**src/rtl/prm_pkg.sv**
```systemverilog
package prm_pkg;

    typedef enum logic [1:0] {
        REL_IDLE = 2'd0,
        REL_WAIT = 2'd1,
        REL_FIRE = 2'd2
    } rel_state_t;

    typedef struct packed {
        logic ready;
        logic fire;
        logic accept;
        logic tmr_start;
    } rel_flags_t;

    function automatic logic [5:0] clamp_len(input logic [5:0] raw, input int unsigned lim);
        logic [5:0] r;
        r = raw;
        if (r == 6'd0) r = 6'd1;
        if (int'(r) > int'(lim)) r = 6'(lim);
        return r;
    endfunction

endpackage

```
**src/rtl/prm_codeword_ring.sv**
```systemverilog
module prm_codeword_ring #(
    parameter int CW_MAX = 32,
    parameter int RUN_W  = 3
) (
    input  logic                        clk,
    input  logic                        rst,
    input  logic                        ld,
    input  logic [CW_MAX-1:0]           ld_word,
    input  logic [$clog2(CW_MAX+1)-1:0] ld_len,
    input  logic                        burst,
    input  logic [RUN_W-1:0]            run_cap,
    input  logic                        adv_en,
    output logic [RUN_W-1:0]            sig_bits,
    output logic [RUN_W-1:0]            ones
);
    localparam int IDX_W   = $clog2(CW_MAX);
    localparam int LEN_W   = $clog2(CW_MAX+1);
    localparam int RUN_MAX = (1 << RUN_W) - 1;
    localparam int PW      = $clog2(2*CW_MAX + RUN_MAX + 1);

    logic [CW_MAX-1:0] word_q;
    logic [LEN_W-1:0]  len_q;
    logic [IDX_W-1:0]  idx_q;
    logic [RUN_MAX-1:0] ahead;

    // bits at idx, idx+1, ... read around the ring of length len_q
    for (genvar g = 0; g < RUN_MAX; g++) begin : g_ahead
        logic [PW-1:0] raw_pos;
        logic [PW-1:0] ring_pos;
        assign raw_pos  = PW'(idx_q) + PW'(g);
        assign ring_pos = (raw_pos >= PW'(len_q)) ? raw_pos - PW'(len_q) : raw_pos;
        assign ahead[g] = (ring_pos < PW'(CW_MAX)) ? word_q[IDX_W'(ring_pos)] : 1'b0;
    end

    logic [PW-1:0]    cap;
    logic [RUN_W-1:0] run;
    logic [RUN_W-1:0] eff_cap;
    logic             stop;

    always_comb begin
        eff_cap = (run_cap == '0) ? RUN_W'(1) : run_cap;
        cap     = (PW'(eff_cap) > PW'(len_q)) ? PW'(len_q) : PW'(eff_cap);
        run     = '0;
        stop    = 1'b0;
        for (int j = 0; j < RUN_MAX; j++) begin
            if (!stop && (PW'(j) < cap) && ahead[j]) run = run + 1'b1;
            else stop = 1'b1;
        end
    end

    always_comb begin
        if (!burst) begin
            sig_bits = RUN_W'(1);
            ones     = RUN_W'(ahead[0]);
        end else if (!ahead[0]) begin
            sig_bits = RUN_W'(1);
            ones     = '0;
        end else begin
            sig_bits = run;
            ones     = run;
        end
    end

    logic [PW-1:0] nxt_sum;
    assign nxt_sum = PW'(idx_q) + PW'(sig_bits);

    always_ff @(posedge clk) begin
        if (rst) begin
            word_q <= '0;
            len_q  <= LEN_W'(1);
            idx_q  <= '0;
        end else if (ld) begin
            word_q <= ld_word;
            len_q  <= prm_pkg::clamp_len(6'(ld_len), CW_MAX);
            idx_q  <= '0;
        end else if (adv_en) begin
            idx_q  <= IDX_W'((nxt_sum >= PW'(len_q)) ? nxt_sum - PW'(len_q) : nxt_sum);
        end
    end

endmodule

```
**src/rtl/prm_delay_timer.sv**
```systemverilog
module prm_delay_timer #(
    parameter int CNT_W = 11
) (
    input  logic             clk,
    input  logic             rst,
    input  logic             start,
    input  logic [CNT_W-1:0] start_val,
    output logic             done
);
    logic [CNT_W-1:0] cnt_q;

    always_ff @(posedge clk) begin
        if (rst)                cnt_q <= '0;
        else if (start)         cnt_q <= start_val;
        else if (cnt_q != '0)   cnt_q <= cnt_q - 1'b1;
    end

    assign done = (cnt_q == CNT_W'(1));

endmodule

```
**src/rtl/prm_release_ctrl.sv**
```systemverilog
module prm_release_ctrl (
    input  logic                clk,
    input  logic                rst,
    input  logic                req_valid,
    input  logic                zero_dly,
    input  logic                tmr_done,
    output prm_pkg::rel_flags_t flags
);
    import prm_pkg::*;

    rel_state_t state_q, state_d;

    always_comb begin
        flags.ready     = (state_q == REL_IDLE);
        flags.fire      = (state_q == REL_FIRE);
        flags.accept    = req_valid && flags.ready;
        flags.tmr_start = flags.accept && !zero_dly;
        state_d         = state_q;
        unique case (state_q)
            REL_IDLE: if (flags.accept) state_d = zero_dly ? REL_FIRE : REL_WAIT;
            REL_WAIT: if (tmr_done)     state_d = REL_FIRE;
            REL_FIRE:                   state_d = REL_IDLE;
            default:                    state_d = REL_IDLE;
        endcase
    end

    always_ff @(posedge clk) begin
        if (rst) state_q <= REL_IDLE;
        else     state_q <= state_d;
    end

endmodule

```
**src/rtl/pkt_release_marker.sv**
```systemverilog
module pkt_release_marker #(
    parameter int CW_MAX = 32,
    parameter int DLY_W  = 8,
    parameter int RUN_W  = 3
) (
    input  logic                        clk,
    input  logic                        rst,
    input  logic                        req_valid,
    output logic                        req_ready,
    output logic                        fin_pulse,
    input  logic                        win_mode,
    input  logic [DLY_W-1:0]            unit_dly,
    input  logic [RUN_W-1:0]            max_run,
    input  logic                        cw_load,
    input  logic [CW_MAX-1:0]           cw_word,
    input  logic [$clog2(CW_MAX+1)-1:0] cw_len
);
    localparam int CNT_W = DLY_W + RUN_W;

    prm_pkg::rel_flags_t flags;
    logic [RUN_W-1:0]    sig_bits;
    logic [RUN_W-1:0]    ones;
    logic [CNT_W-1:0]    total_dly;
    logic                mark_on;
    logic                tmr_done;

    assign mark_on   = (unit_dly != '0);
    assign total_dly = mark_on ? (CNT_W'(ones) * CNT_W'(unit_dly)) : '0;

    prm_codeword_ring #(.CW_MAX(CW_MAX), .RUN_W(RUN_W)) u_ring (
        .clk      (clk),
        .rst      (rst),
        .ld       (cw_load),
        .ld_word  (cw_word),
        .ld_len   (cw_len),
        .burst    (win_mode),
        .run_cap  (max_run),
        .adv_en   (flags.accept && mark_on),
        .sig_bits (sig_bits),
        .ones     (ones)
    );

    prm_delay_timer #(.CNT_W(CNT_W)) u_timer (
        .clk       (clk),
        .rst       (rst),
        .start     (flags.tmr_start),
        .start_val (total_dly),
        .done      (tmr_done)
    );

    prm_release_ctrl u_ctrl (
        .clk       (clk),
        .rst       (rst),
        .req_valid (req_valid),
        .zero_dly  (total_dly == '0),
        .tmr_done  (tmr_done),
        .flags     (flags)
    );

    assign req_ready = flags.ready;
    assign fin_pulse = flags.fire;

endmodule

```
**config.mk**
```make
export PLATFORM = sky130hd
export DESIGN_NAME = pkt_release_marker
export DESIGN_NICKNAME = d
export VERILOG_FILES = /design/src/rtl/prm_pkg.sv /design/src/rtl/prm_codeword_ring.sv /design/src/rtl/prm_delay_timer.sv /design/src/rtl/prm_release_ctrl.sv /design/src/rtl/pkt_release_marker.sv
export SDC_FILE = /design/constraint.sdc
export NUM_CORES = 1
export LEC_CHECK = 0
export BUFFER_PORTS_ARGS = -buffer_cell sky130_fd_sc_hd__buf_4
export CAP_MARGIN = 20
export CELL_PAD_IN_SITES_DETAIL_PLACEMENT = 0
export CELL_PAD_IN_SITES_GLOBAL_PLACEMENT = 2
export CORE_UTILIZATION = 40
export DETAILED_ROUTE_END_ITERATION = 10
export PLACE_DENSITY_LB_ADDON = 0.05
export SLEW_MARGIN = 20
export SYNTH_ARGS = -nofsm -noshare
export SYNTH_HDL_FRONTEND = slang
export SYNTH_HIERARCHICAL = 1
export SYNTH_SLANG_ARGS = --single-unit
```
**constraint.sdc**
```tcl
create_clock -name clk -period 33 [get_ports clk]
set_clock_uncertainty 0.1 [all_clocks]
set_input_delay 6.6 -clock clk [delete_from_list [all_inputs] [get_ports clk]]
set_output_delay 6.6 -clock clk [all_outputs]
set_load 0.05 [all_outputs]
```
# Word level (Yosys, flattened, before mapping)
# Cells that the tools add are included.
# totals
register_bits	56
latch_bits	0
ram_bits	0
romBits	0
n_memories	0
# classes
addsub	22
n_mul	1
n_div	0
order_cmp	31
n_eq_ne	5
shifts	0
mux	59
n_bitwise	0
reduce_logical	31
# ops
operator	n
7-bit by 6-bit < comparator with 1-bit output, second input constant	7
7-bit 2-to-1 mux	7
6-bit greater-or-equal comparator	7
5-bit by 6-bit < comparator with 1-bit output, second input constant	7
6-bit by 6-bit subtractor with 7-bit output	6
1-bit binary-select mux with 5-bit select	7
11-bit 2-to-1 mux	3
3-bit 2-to-1 mux	11
6-bit 2-to-1 mux	5
3-bit by 7-bit < comparator with 1-bit output, first input constant	3
1-bit 2-to-1 mux	21
3-bit by 1-bit adder with 3-bit output, second input constant	6
5-bit by 3-bit adder with 6-bit output, second input constant	3
1-bit logical AND	16
1-bit by 7-bit < comparator with 1-bit output, first input constant	2
2-bit by 7-bit < comparator with 1-bit output, first input constant	2
5-bit by 2-bit adder with 6-bit output, second input constant	2
11-bit by 1-bit equality test with 1-bit output, second input constant	1
11-bit zero test	1
3-bit by 8-bit multiplier with 11-bit output	1
11-bit nonzero test	1
11-bit by 1-bit subtractor with 11-bit output, second input constant	1
8-bit nonzero test	1
5-bit by 6-bit subtractor with 7-bit output	1
20 further kinds	27

# Logic depth before layout (Yosys ltp)
# Gate-level depths: netlist (run 1).
# depth
depth_word	37
ltp_mapped	58
depth_no_buf	55

# By module
# Netlist (run 1), hierarchy kept.
# modules_own_cells
mod	instances	cells_per_inst	area_each_um2	seq_area_each_um2
prm_codeword_ring	1	903	7459.7	860.8
pkt_release_marker	1	99	723.2	0.0
prm_delay_timer	1	77	651.9	220.2
prm_release_ctrl	1	12	113.9	40.0

# Least setup slack after synthesis (run 1)
# OpenSTA, ideal clock, no wires.
# synth_path
path_kind	input-to-reg
from	in max_run[1]
to	reg u_timer.cnt_q[5]
t_arrival_ps	15208
slack_ps	17554
stages	51
path_cell_list	nor2_1 -> nor2_1 -> ha_1 -> nand3_1 -> nand4_1 -> a21oi_1 -> mux2i_1 -> a2bb2oi_1 -> o31ai_1 -> a2111oi_0 -> ha_1 -> o2111ai_1 -> a21oi_1 -> and2_1 -> o21a_1 -> nand2_1 -> nand2_1 -> ha_1 -> (+15 left out) -> nand2_1 -> fa_1 -> inv_1 -> ha_1 -> inv_1 -> fa_1 -> and2b_1 -> o21ai_2 -> nor2b_2 -> xor2_1 -> and4_1 -> a31o_1 -> nor2b_1 -> clkbuf_1 -> inv_1 -> clkbuf_1 -> nor2_1 -> a211oi_1
# synth_lines
item	line	source
from (decl)	pkt_release_marker.sv:13	input logic [RUN_W-1:0] max_run,
to (signal assigned)	prm_delay_timer.sv:14	else if (start) cnt_q <= start_val;
to (signal assigned)	prm_delay_timer.sv:15	else if (cnt_q != '0) cnt_q <= cnt_q - 1'b1;
to (decl)	prm_delay_timer.sv:10	logic [CNT_W-1:0] cnt_q;

==> impl_metrics.ini, run 1 <==
[place]
hpwl_mm = 24.5
placed_cells = 1397
numPortBuffers = 55
routabilityCongestion = 0.918

[routing]
drt_iter0_drc = 493
drtAntennaViolNets = 0
route.detailed.drc = 0
drt-total-wl_mm = 31.3
viasPerCell = 6.04
via_count = 8484
dr.pass1.iters = 5
routedWlPerCell_microns = 22.3

[final_layout]
drive_gt1_frac = 0.140
final_nets = 1261
finalNonFillerCells = 1405
synthToLayoutAreaGrowth_pct = 8.74
fill_cells = 2248
mostFrequentLayoutCell = mux2i_1
antenna_cells = 0
post-route-util = 0.444
final_cell_mix = mux2i_1 (116), nor2_1 (105), nand2_1 (81)

[grt]
use_met2 = 0.468
grt_pass1_wl_mm = 47.9
grt.met3_usage = 0.0280
use_met1 = 0.375
gr-max-usage-layer = met2
grt_pass1_vias = 8172
antenna_found_initial = 0
grt_max_degree = 60
grt_overflow = 0
grt.total_usage = 0.278

[worst_hold_path]
min-delay-path-class = reg -> reg
whs_path_depth = 2
worstHoldStart = u_ring/len_q[4]
holdPathEnd = u_ring/len_q[4]

[sta]
max_freq_ghz = 0.0592
drv_slew = 0
period_share = 0.512
fin_tns_setup_ns = 0
tightest_slew_ns = 0.933
period_minus_slack_ns = 16.88
maxSlewHeadroom = 0.366
hold_violations = 0
rsz0062_at_grt = no
setup_viol = 0

[clock_tree]
cts_max_path_buffers = 2
cts_resized = 0
cts_setup_buffers = 0
htree_levels = 2
cts_buffers = 5
cts.reportedPaths.clkPinSlew_ns = 0.08
tritoncts = done
clk_latency_ns = 0.30
root_buffer = clkbuf_16
cts_num_sinks = 56
ctsHoldBuffers = 0

[setup_path]
critPathBufInv = 5
reg2regPathDepth = 54
reg2reg_slack_ns = 19.11
critPathMostFrequentCell = ha_1
cp-end-kind = flop
startpoint_type = primary input
crit_arrival_ns = 17.00
critPathKind = in -> reg
cp_slowest_cell = mux2i_1
r2r_start = u_ring/idx_q[1]
path_max_fanout = 13
critPathMaxStageDelay_ns = 0.72
rr_endpoint = u_timer/cnt_q[8]
startpoint = max_run[1]
critical_path.top_delay_family = compound AO/OA/AOI/OAI gates
cp.required_ns = 33.12

[status]
status = complete, no violations

[yosys]
yosys_warnings = 6
synth_nets = 1226
synth_cells = 1089
syn-cell-area_sq_um = 8930
synth.avg_cell_area_sq_um = 8.20

[power]
ir_worst_vdd_mv = 0.0420
power.total_mw = 0.744
p_leak_nw = 4.16
p_per_area_nw_per_um2 = 76.5

[floorplanning]
num_rows = 54
die_width_microns = 151
die_h_microns = 151
start_util = 0.408
core_area_sq_um = 21900
pin_count = 56
dieArea_sq_um = 22900

[run]
drv_cap = 0
-- how the worst max path moves through the flow --
stage | endpoint | depth (start not counted)
2_1_floorplan | u_timer/cnt_q[5] | 51
4_1_cts | u_timer/cnt_q[8] | 50
3_5_place_dp | u_timer/cnt_q[5] | 50
6_report | u_timer/cnt_q[8] | 50
3_3_place_gp | u_timer/cnt_q[9] | 50
5_1_grt | u_timer/cnt_q[9] | 50
-- worst min-delay path: stages, from the launching register on --
cell,delay [ns]
dfxtp_1,0.32
nand2b_1,0.07
a21oi_1,0.05
-- sequential cells by signal, summed over array words and instances, names as in the netlist --
name and cells:
u_ring/word_q 32, u_timer/cnt_q 11, u_ctrl/state_q 2, u_ring/idx_q 5, u_ring/len_q 6
-- per-layer routing --
metal,wire [microns],vias up
met2,14800,218
met4,715,0
met3,1280,45
met5,0,-
met1,14500,4104
li1,-,4117
-- cell type report --
type	count	area, sq um	share of cell area
Clock inverter	3	26.3	0.00270
Sequential cell	56	1120	0.115
Multi-Input combinational cell	938	7390	0.761
Timing Repair Buffer	64	480	0.0495
Inverter	59	221	0.0228
Tap cell	280	350	0.0361
Clock buffer	5	125	0.0129
-- where the power goes --
| group | internal, mW | switching, mW |
|---|---|---|
| clock | 0.0287 | 0.0270 |
| combinational | 0.244 | 0.348 |
| sequential | 0.0771 | 0.0187 |
| total | 0.350 | 0.393 |
-- metrics by stage --
stage / cell area, sq um / setup slack (ns) / hold slack [ns]
finish: 9710 / 16.12 / 0.380
CTS: 9710 / 16.21 / 0.375
floorplan: 8930 / 17.60 / 0.346
global placement: 9560 / 16.13 / 0.359
detailed placement: 9560 / 15.95 / 0.363
global route: 9710 / 15.07 / 0.432
Power figures use the tool's default switching activity.
==> inputs of run 2 (changes only) <==
Settings changed: ABC_AREA set to 1, CORE_UTILIZATION 40 to 34.
Clock period 33 ns to 17.3 ns, I/O delays scaled along.
==> impl_metrics.ini, run 2 <==
[final_layout]
synthToLayoutAreaGrowth_pct = 8.88
regMostFlops = u_ring/word_q
largest_reg_flops = 32
antenna_cells = 0
final_cell_mix = nand2_1 (345), nand3_1 (251), inv_1 (180)
finalNonFillerCells = 1852
top_regs = u_ring/word_q (32), u_timer/cnt_q (11), u_ring/len_q (6)
drive_gt1_frac = 0.110
fill_cells = 2880
final_nets = 1658
mostFrequentLayoutCell = nand2_1

[yosys]
synth_cells = 1507
yosys_warnings = 6
syn-cell-area_sq_um = 8940
synth_nets = 1644
synth.avg_cell_area_sq_um = 5.93

[sta]
maxSlewHeadroom = 0.329
timing.final.ws_setup_ns = 5.75
period_share = 0.668
max_freq_ghz = 0.0865
hold_ws_ns = 0.410
rsz0062_at_grt = no
tightest_slew_ns = 1.01
period_minus_slack_ns = 11.55
hold_violations = 0
setup_viol = 0
fin_tns_setup_ns = 0
drv_slew = 0

[routing]
drt_iter0_drc = 934
drtAntennaViolNets = 0
via_count = 10000
dr.pass1.iters = 5
drt-total-wl_mm = 34.1
viasPerCell = 5.40
routedWlPerCell_microns = 18.4
route.detailed.drc = 0

[floorplanning]
num_rows = 58
core_area_sq_um = 25500
die_width_microns = 164
dieArea_sq_um = 26900
die_h_microns = 164
start_util = 0.351
pin_count = 56

[setup_path]
r2r_start = u_ring/len_q[1]
cp.required_ns = 17.41
cp_slowest_cell = a21oi_1
path_max_fanout = 15
critPathKind = in -> reg
critPathMaxStageDelay_ns = 0.66
cp-end-kind = flop
startpoint_type = primary input
critPathMostFrequentCell = nand2_1
crit_arrival_ns = 11.66
startpoint = max_run[2]

[place]
hpwl_mm = 26.2
routabilityCongestion = 0.854
numPortBuffers = 55
placed_cells = 1844
place_ws_ns = 5.40

[grt]
grt_overflow = 0
grt_pass1_vias = 9347
grt.total_usage = 0.258
antenna_found_initial = 0
grt_pass1_wl_mm = 53.0
grt_max_degree = 54

[clock_tree]
cts_buffers = 5
htree_levels = 2
tritoncts = done
cts_max_path_buffers = 2
ctsHoldBuffers = 0
clk_latency_ns = 0.32
cts.reportedPaths.clkPinSlew_ns = 0.08
cts_setup_buffers = 0
cts_resized = 0
root_buffer = clkbuf_16
cts_num_sinks = 56

[worst_hold_path]
min-delay-path-class = reg -> reg
worstHoldStart = u_timer/cnt_q[0]

[status]
status = complete, no violations

[run]
drv_cap = 0
-- run 2: worst paths after layout --
check | cells past startpoint | end | slack (ns)
min | 2 | u_timer/cnt_q[0] | 0.41
min reg2reg | 2 | u_timer/cnt_q[0] | 0.41
max reg2reg | 58 | u_timer/cnt_q[9] | 5.75
max | 55 | u_timer/cnt_q[9] | 5.75
-- run 2: critical path, delay by kind of cell --
| family | cells | cell delay, ns |
|---|---|---|
| AOI/OAI and AO/OA | 8 | 2.01 |
| adders and majority gates | 9 | 2.51 |
| and+or+nand+nor | 27 | 2.68 |
| buffers and inverters | 11 | 1.00 |
-- run 2: layout make-up --
cell class,count,area (sq um),area share
Clock inverter,3,46.3,0.00476
Inverter,202,758,0.0779
Multi-Input combinational cell,1191,6780,0.697
Sequential cell,56,1120,0.115
Timing Repair Buffer,65,488,0.0501
Clock buffer,5,125,0.0129
Tap cell,330,413,0.0424
-- run 2: metal layers --
| layer | global-route usage | routed length, microns | vias up |
|---|---|---|---|
| li1 | - | - | 5074 |
| met1 | 0.343 | 15700 | 4607 |
| met2 | 0.450 | 16300 | 283 |
| met3 | 0.0189 | 1520 | 40 |
| met4 | 0.0577 | 569 | 0 |
| met5 | 0 | 0 | - |
-- run 2: metrics by stage --
step	area (sq um)	util
detailed placement	9550	0.375
floorplan	8940	-
global placement	9550	0.375
global route	9730	0.382
finish	9730	0.382
CTS	9720	0.382
Power of run 2 is not shown: default switching activity piles up to over one toggle a cycle in this logic, so the estimate is an artifact.
